`config.mk`:
```
export PLATFORM = sky130hd
export DESIGN_NAME = keyed_watchdog
export DESIGN_NICKNAME = d
export VERILOG_FILES = /design/src/rtl/wdog_pkg.sv /design/src/rtl/wdog_ctrl.sv /design/src/rtl/wdog_datapath.sv /design/src/rtl/keyed_watchdog.sv
export SDC_FILE = /design/constraint.sdc
export NUM_CORES = 1
export LEC_CHECK = 0
export ABC_AREA = 1
export BUFFER_PORTS_ARGS = -buffer_cell sky130_fd_sc_hd__buf_4
export CELL_PAD_IN_SITES_DETAIL_PLACEMENT = 0
export CELL_PAD_IN_SITES_GLOBAL_PLACEMENT = 1
export CORE_MARGIN = 3
export CORE_UTILIZATION = 41
export CTS_CLUSTER_DIAMETER = 50
export CTS_CLUSTER_SIZE = 8
export DETAILED_ROUTE_END_ITERATION = 7
export PLACE_DENSITY = 0.88
export SETUP_SLACK_MARGIN = 0.02
export SLEW_MARGIN = 20
export SYNTH_ARGS = -nofsm -noshare
export SYNTH_HDL_FRONTEND = slang
export SYNTH_SLANG_ARGS = --single-unit
```
`constraint.sdc`:
```
create_clock -name clk -period 5.5 [get_ports clk]
set_input_delay 0.55 -clock clk [delete_from_list [all_inputs] [get_ports clk]]
set_output_delay 0.55 -clock clk [all_outputs]
set_load 0.02 [all_outputs]
```
`src/rtl/wdog_pkg.sv`:
```
package wdog_pkg;
  // Word addresses of the register bus
  localparam logic [1:0] ADDR_CTRL   = 2'd0;
  localparam logic [1:0] ADDR_KICK   = 2'd1;
  localparam logic [1:0] ADDR_STATUS = 2'd2;
  localparam logic [1:0] ADDR_COUNT  = 2'd3;

  localparam logic [7:0] KEY_FIRST  = 8'h55;
  localparam logic [7:0] KEY_SECOND = 8'hAA;
  localparam logic [7:0] KEY_KICK   = 8'hC3;

  // Strobes from control to datapath
  typedef struct packed {
    logic restart;  // zero the count this cycle
    logic run;      // watchdog enabled
    logic useXtal;  // tick source select
  } wdog_cmd_t;
endpackage

```
`src/rtl/wdog_ctrl.sv`:
```
module wdog_ctrl
  import wdog_pkg::*;
#(
  parameter int PER_W      = 4,
  parameter int DEF_PERIOD = 4,
  localparam int CTRL_W    = 2 + PER_W
) (
  input  logic              clk,
  input  logic              porN,
  input  logic              rstN,
  input  logic              autoEn,
  input  logic              wrEn,
  input  logic [1:0]        addr,
  input  logic [31:0]       wdata,
  input  logic              expire,
  output wdog_cmd_t         cmd,
  output logic [PER_W-1:0]  period,
  output logic [CTRL_W-1:0] ctrlWord,
  output logic              cause
);
  logic        enReg;
  logic        selReg;
  logic        armed;
  logic [23:0] pending;
  logic        tripped;   // a timeout occurred since the last reset
  logic        inReset;
  logic        commit;
  logic        kick;
  logic [7:0]  key;

  assign key    = wdata[31:24];
  assign commit = wrEn && (addr == ADDR_CTRL) && (key == KEY_SECOND)
                  && armed && (wdata[23:0] == pending);
  assign kick   = wrEn && (addr == ADDR_KICK) && (key == KEY_KICK);

  always_ff @(posedge clk) begin
    if (!porN) begin
      enReg   <= autoEn;
      selReg  <= 1'b0;
      period  <= PER_W'(DEF_PERIOD);
      armed   <= 1'b0;
      pending <= '0;
      cause   <= 1'b0;
      tripped <= 1'b0;
      inReset <= 1'b1;
    end else if (!rstN) begin
      enReg   <= autoEn;
      period  <= PER_W'(DEF_PERIOD);
      armed   <= 1'b0;
      inReset <= 1'b1;
      if (!tripped && !expire) selReg <= 1'b0;
      if (expire) begin
        cause   <= 1'b1;
        tripped <= 1'b1;
      end
    end else begin
      inReset <= 1'b0;
      if (inReset) tripped <= 1'b0;
      if (expire) begin
        cause   <= 1'b1;
        tripped <= 1'b1;
      end
      if (wrEn) begin
        armed <= 1'b0;
        if (addr == ADDR_CTRL && key == KEY_FIRST) begin
          armed   <= 1'b1;
          pending <= wdata[23:0];
        end
        if (commit) begin
          enReg  <= wdata[0];
          selReg <= wdata[1];
          period <= wdata[2 +: PER_W];
        end
      end
    end
  end

  assign cmd.restart = rstN && (commit || kick);
  assign cmd.run     = enReg;
  assign cmd.useXtal = selReg;
  assign ctrlWord    = {period, selReg, enReg};
endmodule

```
`src/rtl/wdog_datapath.sv`:
```
module wdog_datapath
  import wdog_pkg::*;
#(
  parameter int CNT_W = 16,
  parameter int PER_W = 4,
  localparam int LIM_W = CNT_W + 1
) (
  input  logic             clk,
  input  logic             rstN,
  input  wdog_cmd_t        cmd,
  input  logic [PER_W-1:0] period,
  input  logic             rcTick,
  input  logic             xtalTick,
  input  logic             dbgHalt,
  input  logic             dbgRunGlobal,
  input  logic             dbgPerEn,
  output logic [CNT_W-1:0] cnt,
  output logic             expire
);
  logic             tick;
  logic             frozen;
  logic             advance;
  logic [LIM_W-1:0] lastVal;

  assign tick    = cmd.useXtal ? xtalTick : rcTick;
  assign frozen  = dbgHalt && !(dbgRunGlobal && dbgPerEn);
  assign advance = cmd.run && tick && !frozen;
  assign lastVal = (LIM_W'(1) << period) - LIM_W'(1);

  always_ff @(posedge clk) begin
    if (!rstN) begin
      cnt    <= '0;
      expire <= 1'b0;
    end else begin
      expire <= 1'b0;
      if (cmd.restart || !cmd.run) begin
        cnt <= '0;
      end else if (advance) begin
        if ({1'b0, cnt} == lastVal) begin
          cnt    <= '0;
          expire <= 1'b1;
        end else begin
          cnt <= cnt + CNT_W'(1);
        end
      end
    end
  end
endmodule

```
`src/rtl/keyed_watchdog.sv`:
```
module keyed_watchdog
  import wdog_pkg::*;
#(
  parameter int CNT_W      = 16,
  parameter int PER_W      = 4,
  parameter int DEF_PERIOD = 4
) (
  input  logic        clk,
  input  logic        porN,
  input  logic        rstN,
  input  logic        autoEn,
  input  logic        wrEn,
  input  logic [1:0]  addr,
  input  logic [31:0] wdata,
  output logic [31:0] rdata,
  input  logic        rcTick,
  input  logic        xtalTick,
  input  logic        dbgHalt,
  input  logic        dbgRunGlobal,
  input  logic        dbgPerEn,
  output logic        resetReq,
  output logic        causeWdog
);
  localparam int CTRL_W = 2 + PER_W;

  wdog_cmd_t         cmd;
  logic [PER_W-1:0]  period;
  logic [CTRL_W-1:0] ctrlWord;
  logic [CNT_W-1:0]  cntVal;
  logic              expire;
  logic              anyRstN;

  assign anyRstN = porN && rstN;

  wdog_ctrl #(.PER_W(PER_W), .DEF_PERIOD(DEF_PERIOD)) u_ctrl (
    .clk(clk), .porN(porN), .rstN(rstN), .autoEn(autoEn),
    .wrEn(wrEn), .addr(addr), .wdata(wdata), .expire(expire),
    .cmd(cmd), .period(period), .ctrlWord(ctrlWord), .cause(causeWdog)
  );

  wdog_datapath #(.CNT_W(CNT_W), .PER_W(PER_W)) u_dp (
    .clk(clk), .rstN(anyRstN), .cmd(cmd), .period(period),
    .rcTick(rcTick), .xtalTick(xtalTick), .dbgHalt(dbgHalt),
    .dbgRunGlobal(dbgRunGlobal), .dbgPerEn(dbgPerEn),
    .cnt(cntVal), .expire(expire)
  );

  assign resetReq = expire;

  always_comb begin
    unique case (addr)
      ADDR_CTRL:   rdata = 32'(ctrlWord);
      ADDR_KICK:   rdata = '0;
      ADDR_STATUS: rdata = {31'b0, causeWdog};
      default:     rdata = 32'(cntVal);
    endcase
  end
endmodule

```
Word-level counts from Yosys, hierarchy flattened
Index checks and enable logic that the tools add are counted.
{"block": "totals", "register_bits": 51, "input_bits": 44, "out_inout_bits": 34, "wordCells": 77}
{"block": "classes", "add_sub_neg": 2, "eq_ne": 11, "n_shift": 1, "mux": 18, "bitwise_logic": 2, "reduce_logical": 33}
{"operator": "$pmux W16 S3", "count": 1}
{"operator": "$eq A24 B24 Y1", "count": 1}
{"operator": "$eq A16 B17 Y1", "count": 1}
{"operator": "$shl A1 B4 Y17 const A", "count": 1}
{"operator": "$sub A17 B2 Y17 const B", "count": 1}
{"operator": "$add A16 B1 Y16 const B", "count": 1}
{"operator": "$eq A8 B8 Y1 const B", "count": 2}
{"operator": "$mux W1", "count": 16}
{"operator": "$mux W16", "count": 1}
{"operator": "$logic_and A1 B1 Y1", "count": 14}
{"operator": "$eq A8 B7 Y1 const B", "count": 1}
{"operator": "$reduce_and A2 Y1", "count": 4}
{"operator": "$ne A3 B2 Y1 const B", "count": 2}
{"operator": "$reduce_and A3 Y1", "count": 2}
{"operator": "$reduce_bool A2 Y1", "count": 3}
{"operator": "$logic_not A1 Y1", "count": 5}
{"operator": "$ne A2 B1 Y1 const B", "count": 2}
{"operator": "$reduce_or A3 Y1", "count": 1}
{"operator": "$eq A2 B1 Y1 const B", "count": 1}
{"operator": "$eq A2 B2 Y1 const B", "count": 1}
{"operator": "$logic_not A2 Y1", "count": 1}
{"operator": "$logic_or A1 B1 Y1", "count": 2}
{"operator": "$not A1 Y1", "count": 2}
{"operator": "$reduce_or A2 Y1", "count": 1}

Longest topological paths before layout
{"block": "depth", "ltp_word": 9, "depth_mapped": 15, "mapped_depth_nobuf": 14}

Hierarchy
Synthesis repeated with hierarchy kept, for this count alone.
{"block": "hier_totals", "cells_unflattened": 621, "hier_area_um2": 3759.9}
{"module": "wdog_ctrl", "n_inst": 1, "cells_per_inst": 318, "area_per_inst_um2": 2011.9, "seq_area_each_um2": 690.7}
{"module": "wdog_datapath", "n_inst": 1, "cells_per_inst": 240, "area_per_inst_um2": 1402.6, "seq_area_each_um2": 340.3}
{"module": "keyed_watchdog", "n_inst": 1, "cells_per_inst": 63, "area_per_inst_um2": 345.3, "seq_area_each_um2": 0.0}

Worst setup path after synthesis
OpenSTA, ideal clock, no wires.
{"block": "synth_timing", "kind": "register to register", "start": "reg u_ctrl.period[3]", "end": "reg u_dp.cnt[10]", "setup_ps": 116, "t_arrival_ps": 1959, "required_time_ps": 5384, "path_slack_ps": 3425, "path_stages_with_launch": 14, "n_path_buf": 2, "synth_period_minus_slack_ps": 2075, "cell_sequence": "dfxtp_1 buf_6 nor2_4 nand2_1 ha_1 xnor2_1 xnor2_1 nor2_1 nand2_1 nor2_1 nand4_2 nand2_2 buf_6 nor2_1"}
{"block": "synth_via", "elab_chain_len": 4}
{"element": "start, declared", "line_no": "wdog_ctrl.sv:17", "rtl": "output logic [PER_W-1:0] period,"}
{"element": "start signal, assigned", "line_no": "wdog_ctrl.sv:40", "rtl": "period <= PER_W'(DEF_PERIOD);"}
{"element": "start signal, assigned", "line_no": "wdog_ctrl.sv:48", "rtl": "period <= PER_W'(DEF_PERIOD);"}
{"element": "start signal, assigned", "line_no": "wdog_ctrl.sv:72", "rtl": "period <= wdata[2 +: PER_W];"}
{"element": "$shl A1 B4 Y17", "line_no": "wdog_datapath.sv:28", "rtl": "assign lastVal = (LIM_W'(1) << period) - LIM_W'(1);"}
{"element": "$sub A17 B2 Y17", "line_no": "wdog_datapath.sv:28"}
{"element": "$eq A16 B17 Y1", "line_no": "wdog_datapath.sv:39", "rtl": "if ({1'b0, cnt} == lastVal) begin"}
{"element": "$mux W16", "line_no": "wdog_datapath.sv:39"}
{"element": "end signal, assigned", "line_no": "wdog_datapath.sv:43", "rtl": "cnt <= cnt + CNT_W'(1);"}
{"element": "end, declared", "line_no": "wdog_datapath.sv:17", "rtl": "output logic [CNT_W-1:0] cnt,"}
No other way between the ends.
A chain may end at the register's enable or synchronous reset.

Worst setup path after layout
{"block": "layout_timing", "start": "reg u_ctrl.period[3]", "end": "reg u_dp.cnt[15]"}
Same word-level chain as after synthesis.

==> impl_results.md <==
- Fin. max-slew vios: 0
- Vias in the first global route: 3336
- DP HPWL: 8000 um
- Reg-to-Reg Start: u_ctrl.period[3]
- Setup Viol. Count Final: 0
- Worst path bufs/invs: 0
- Seq/Total Area, Yosys: 28.5%
- Worst-margin pin slew: 0.610 ns
- Layout Skew: 0.0140 ns
- Design Area, Final: 4180 um2
- P_leak: 1.93 nW
- Layout filler cell count: 910
- Fraction of registers with async set/reset: 0%
- Layout Nets: 690
- Mapped Avg Cell Area: 6.16 um2
- Outcome: finished, final reports clean
- Post-CTS sizing: 0
- Req. time, crit path: 5.70 ns
- VDD IR-drop max: 0.0891 mV
- Placer's final routability congestion estimate: 0.994
- Placed cells: 742
- Starting Density: 43.1%
- RSZ-0062 raised after global routing: no
- H-Tree Depth: 2
- Hold buffer count at cts: 0
- Setup TNS Final: 0 ns
- Min-Delay Path Class: reg -> reg
- Final worst hold slack: 0.460 ns
- Crit Path Max Fanout: 12
- Clk Latency, worst-skew pair: 0.31 ns
- Max Clock Freq: 0.413 GHz
- CP peak stage delay: 0.58 ns
- Largest net degree at the start of global routing: 49
- Gr usage total: 19.7%
- 1st-iter DRT viols: 258
- Total CTS buffers: 5
- Hold path depth: 2
- Routed len/inst: 13.1 um
- R2R Path End: u_dp.cnt[15]
- Die footprint: 9980 um2
- Fin crit period: 2.42 ns
- Final hold violations: 0
- GRT overflow: 0
- Initial antenna violation count: 0
- Most frequent cell after synthesis: nand2_1
- Ant. Diodes: 0
- Yosys top cell area share: 27.7%
- DRC Markers: 0
- Core Area: 8380 um2
- Die width: 99.9 um
- CP endpoint: u_dp.cnt[15]
- Final Cycle Share: 44.1%
- Setup bufs post-CTS: 0
- Critical Setup Path Class: reg -> reg
- Critical Path Most Common Cell: nand2_1
- CP Cell Sequence: nor2_4 > nand2_1 > ha_1 > nand2_4 > a21oi_2 > nand2_1 > nand3_1 > nand2_1 > nor2_1 > nand4_2 > nand2_2 > nor2_1
- Placed Area: 4080 um2
- Power Density: 169 nW/um2
- Area grow syn2layout: 15.8%
- CTS root buf: clkbuf_8
- Crit. End Element: register
- Vias per inst: 4.99
- Fraction of layout cells with a size suffix above 1: 15.3%
- R2R setup slack: 3.08 ns
- CTS max path bufs: 2
- Start point of the critical path: u_ctrl.period[3]
- Synthesized area: 3610 um2
- Drt total wl: 9820 um
- Crit path max-delay family: simple AND/OR/NAND/NOR gates
- R2R cell count: 12
- Layout Cells excl Fill: 750
- Multi-input gate area: 2110 um2
- Critical-path top delay cell: dfxtp_1
- CTS tree: yes
- Startpoint types: register
- Area contributors post-synth: dfxtp_1 28%, nand2_1 15%, inv_1 9.0%, nor2_1 7.1%, nand3_1 5.3%
- FF+latch count, synth: 51
- Area leader, netlist: dfxtp_1
- Via count: 3742
- Detailed Routing Iterations Pass 1: 4
- Syn. warnings: 0
- Max Cap Viol: 0
- Boundary Pins: 78
- Port-buffer cells: 61
- First-pass GRT wire length: 15900 um
- Num rows: 33
- Die span in y: 99.9 um
- Cell depth of the worst setup path: 12
- # clock sinks: 51
- Final ANT Viol Nets: 0
- Arr. time, crit path: 2.62 ns
- Cell count after synthesis: 587
- Clock slew at reported path FFs: 0.10 ns
- Max_slew headroom: 59.2%
- EDFF count, synth: 1
- Most instantiated cells after synthesis: 145 x nand2_1, 87 x inv_1, 68 x nor2_1, 50 x dfxtp_1, 38 x nand3_1
- Yosys cell types: 35
- Synth Flop Type: dfxtp_1
- Reg area: 1030 um2
through the flow:
step | util [%] | setup WS (ns) | power (mW)
2_1_floorplan | - | 3.43 | 0.437
3_3_place_gp | 48.7 | 3.15 | 0.469
3_5_place_dp | 48.7 | 3.08 | 0.470
4_1_cts | 49.9 | 3.08 | 0.714
5_1_grt | 49.9 | 2.82 | 0.740
6_report | 49.9 | 3.08 | 0.706
layout make-up:
type / count / share of cell area, %
tap: 105 / 3.14
clock buffer: 7 / 2.30
multi-input combinational: 434 / 50.5
timing repair buffer: 62 / 11.1
inverter: 90 / 8.07
clock inverter: 1 / 0.179
sequential: 51 / 24.6
sequential cells by signal, summed over array words and instances, names as in the netlist:
register        cells
u_ctrl.period       4
u_ctrl.cause        1
u_ctrl.pending     24
u_ctrl.selReg       1
u_ctrl.tripped      1
u_dp.expire         1
u_ctrl.inReset      1
u_dp.cnt           16
u_ctrl.armed        1
u_ctrl.enReg        1
cells by family after synthesis:
| kind of cell | Yosys count | share of synthesized area, % |
|---|---|---|
| AOI/OAI and AO/OA | 80 | 11.6 |
| buffers and inverters | 117 | 14.5 |
| other | 1 | 0.104 |
| DFF | 51 | 28.5 |
| xor gates and xnor gates | 23 | 5.57 |
| adders and majority gates | 2 | 0.692 |
| and+or+nand+nor | 313 | 39.0 |
how the worst min path moves through the flow:
stage | to | slack, ns | startpoint
2_1_floorplan | u_ctrl.pending[4] | 0.44 | u_ctrl.pending[4]
3_3_place_gp | u_ctrl.pending[10] | 0.44 | u_ctrl.pending[10]
3_5_place_dp | u_ctrl.pending[8] | 0.45 | u_ctrl.pending[8]
4_1_cts | u_ctrl.pending[8] | 0.46 | u_ctrl.pending[8]
5_1_grt | u_ctrl.pending[10] | 0.48 | u_ctrl.pending[10]
6_report | u_ctrl.pending[10] | 0.46 | u_ctrl.pending[10]
layer usage:
layer	wire, um	track usage [%]	vias to the layer above
li1	-	-	1937
met1	4640	28.5	1659
met2	4180	30.5	133
met3	861	3.68	13
met4	144	4.41	0
met5	0	0	-
cells in the final DEF (no fill, tap or decap), types with 2 or more instances in the layout:
cell type / instances
clkbuf_8: 7
nor2_1: 68
o21ai_0: 34
dfxtp_1: 50
xor2_1: 18
ha_1: 2
o22ai_1: 6
nand3b_1: 2
nor2_2: 5
nand4_1: 18
or2_2: 10
conb_1: 16
nand3_1: 38
nand2_1: 145
inv_2: 3
xnor2_1: 5
inv_1: 87
buf_4: 62
nor3_1: 13
a21oi_1: 36
nand2_4: 2
nor2_4: 5
o211ai_1: 3
where the power goes:
part	leakage (nW)	switching [mW]	internal, mW
Sequential	0.413	0.000906	0.372
Clock	0.0505	0.130	0.115
Combinational	1.46	0.0537	0.0348
Total	1.93	0.184	0.521
tightest hold or removal path: stages, from the launching register on:
cell and delay, ns:
dfxtp_1 0.33, inv_1 0.05, a21oi_1 0.05
Power figures use the tool's default switching activity.
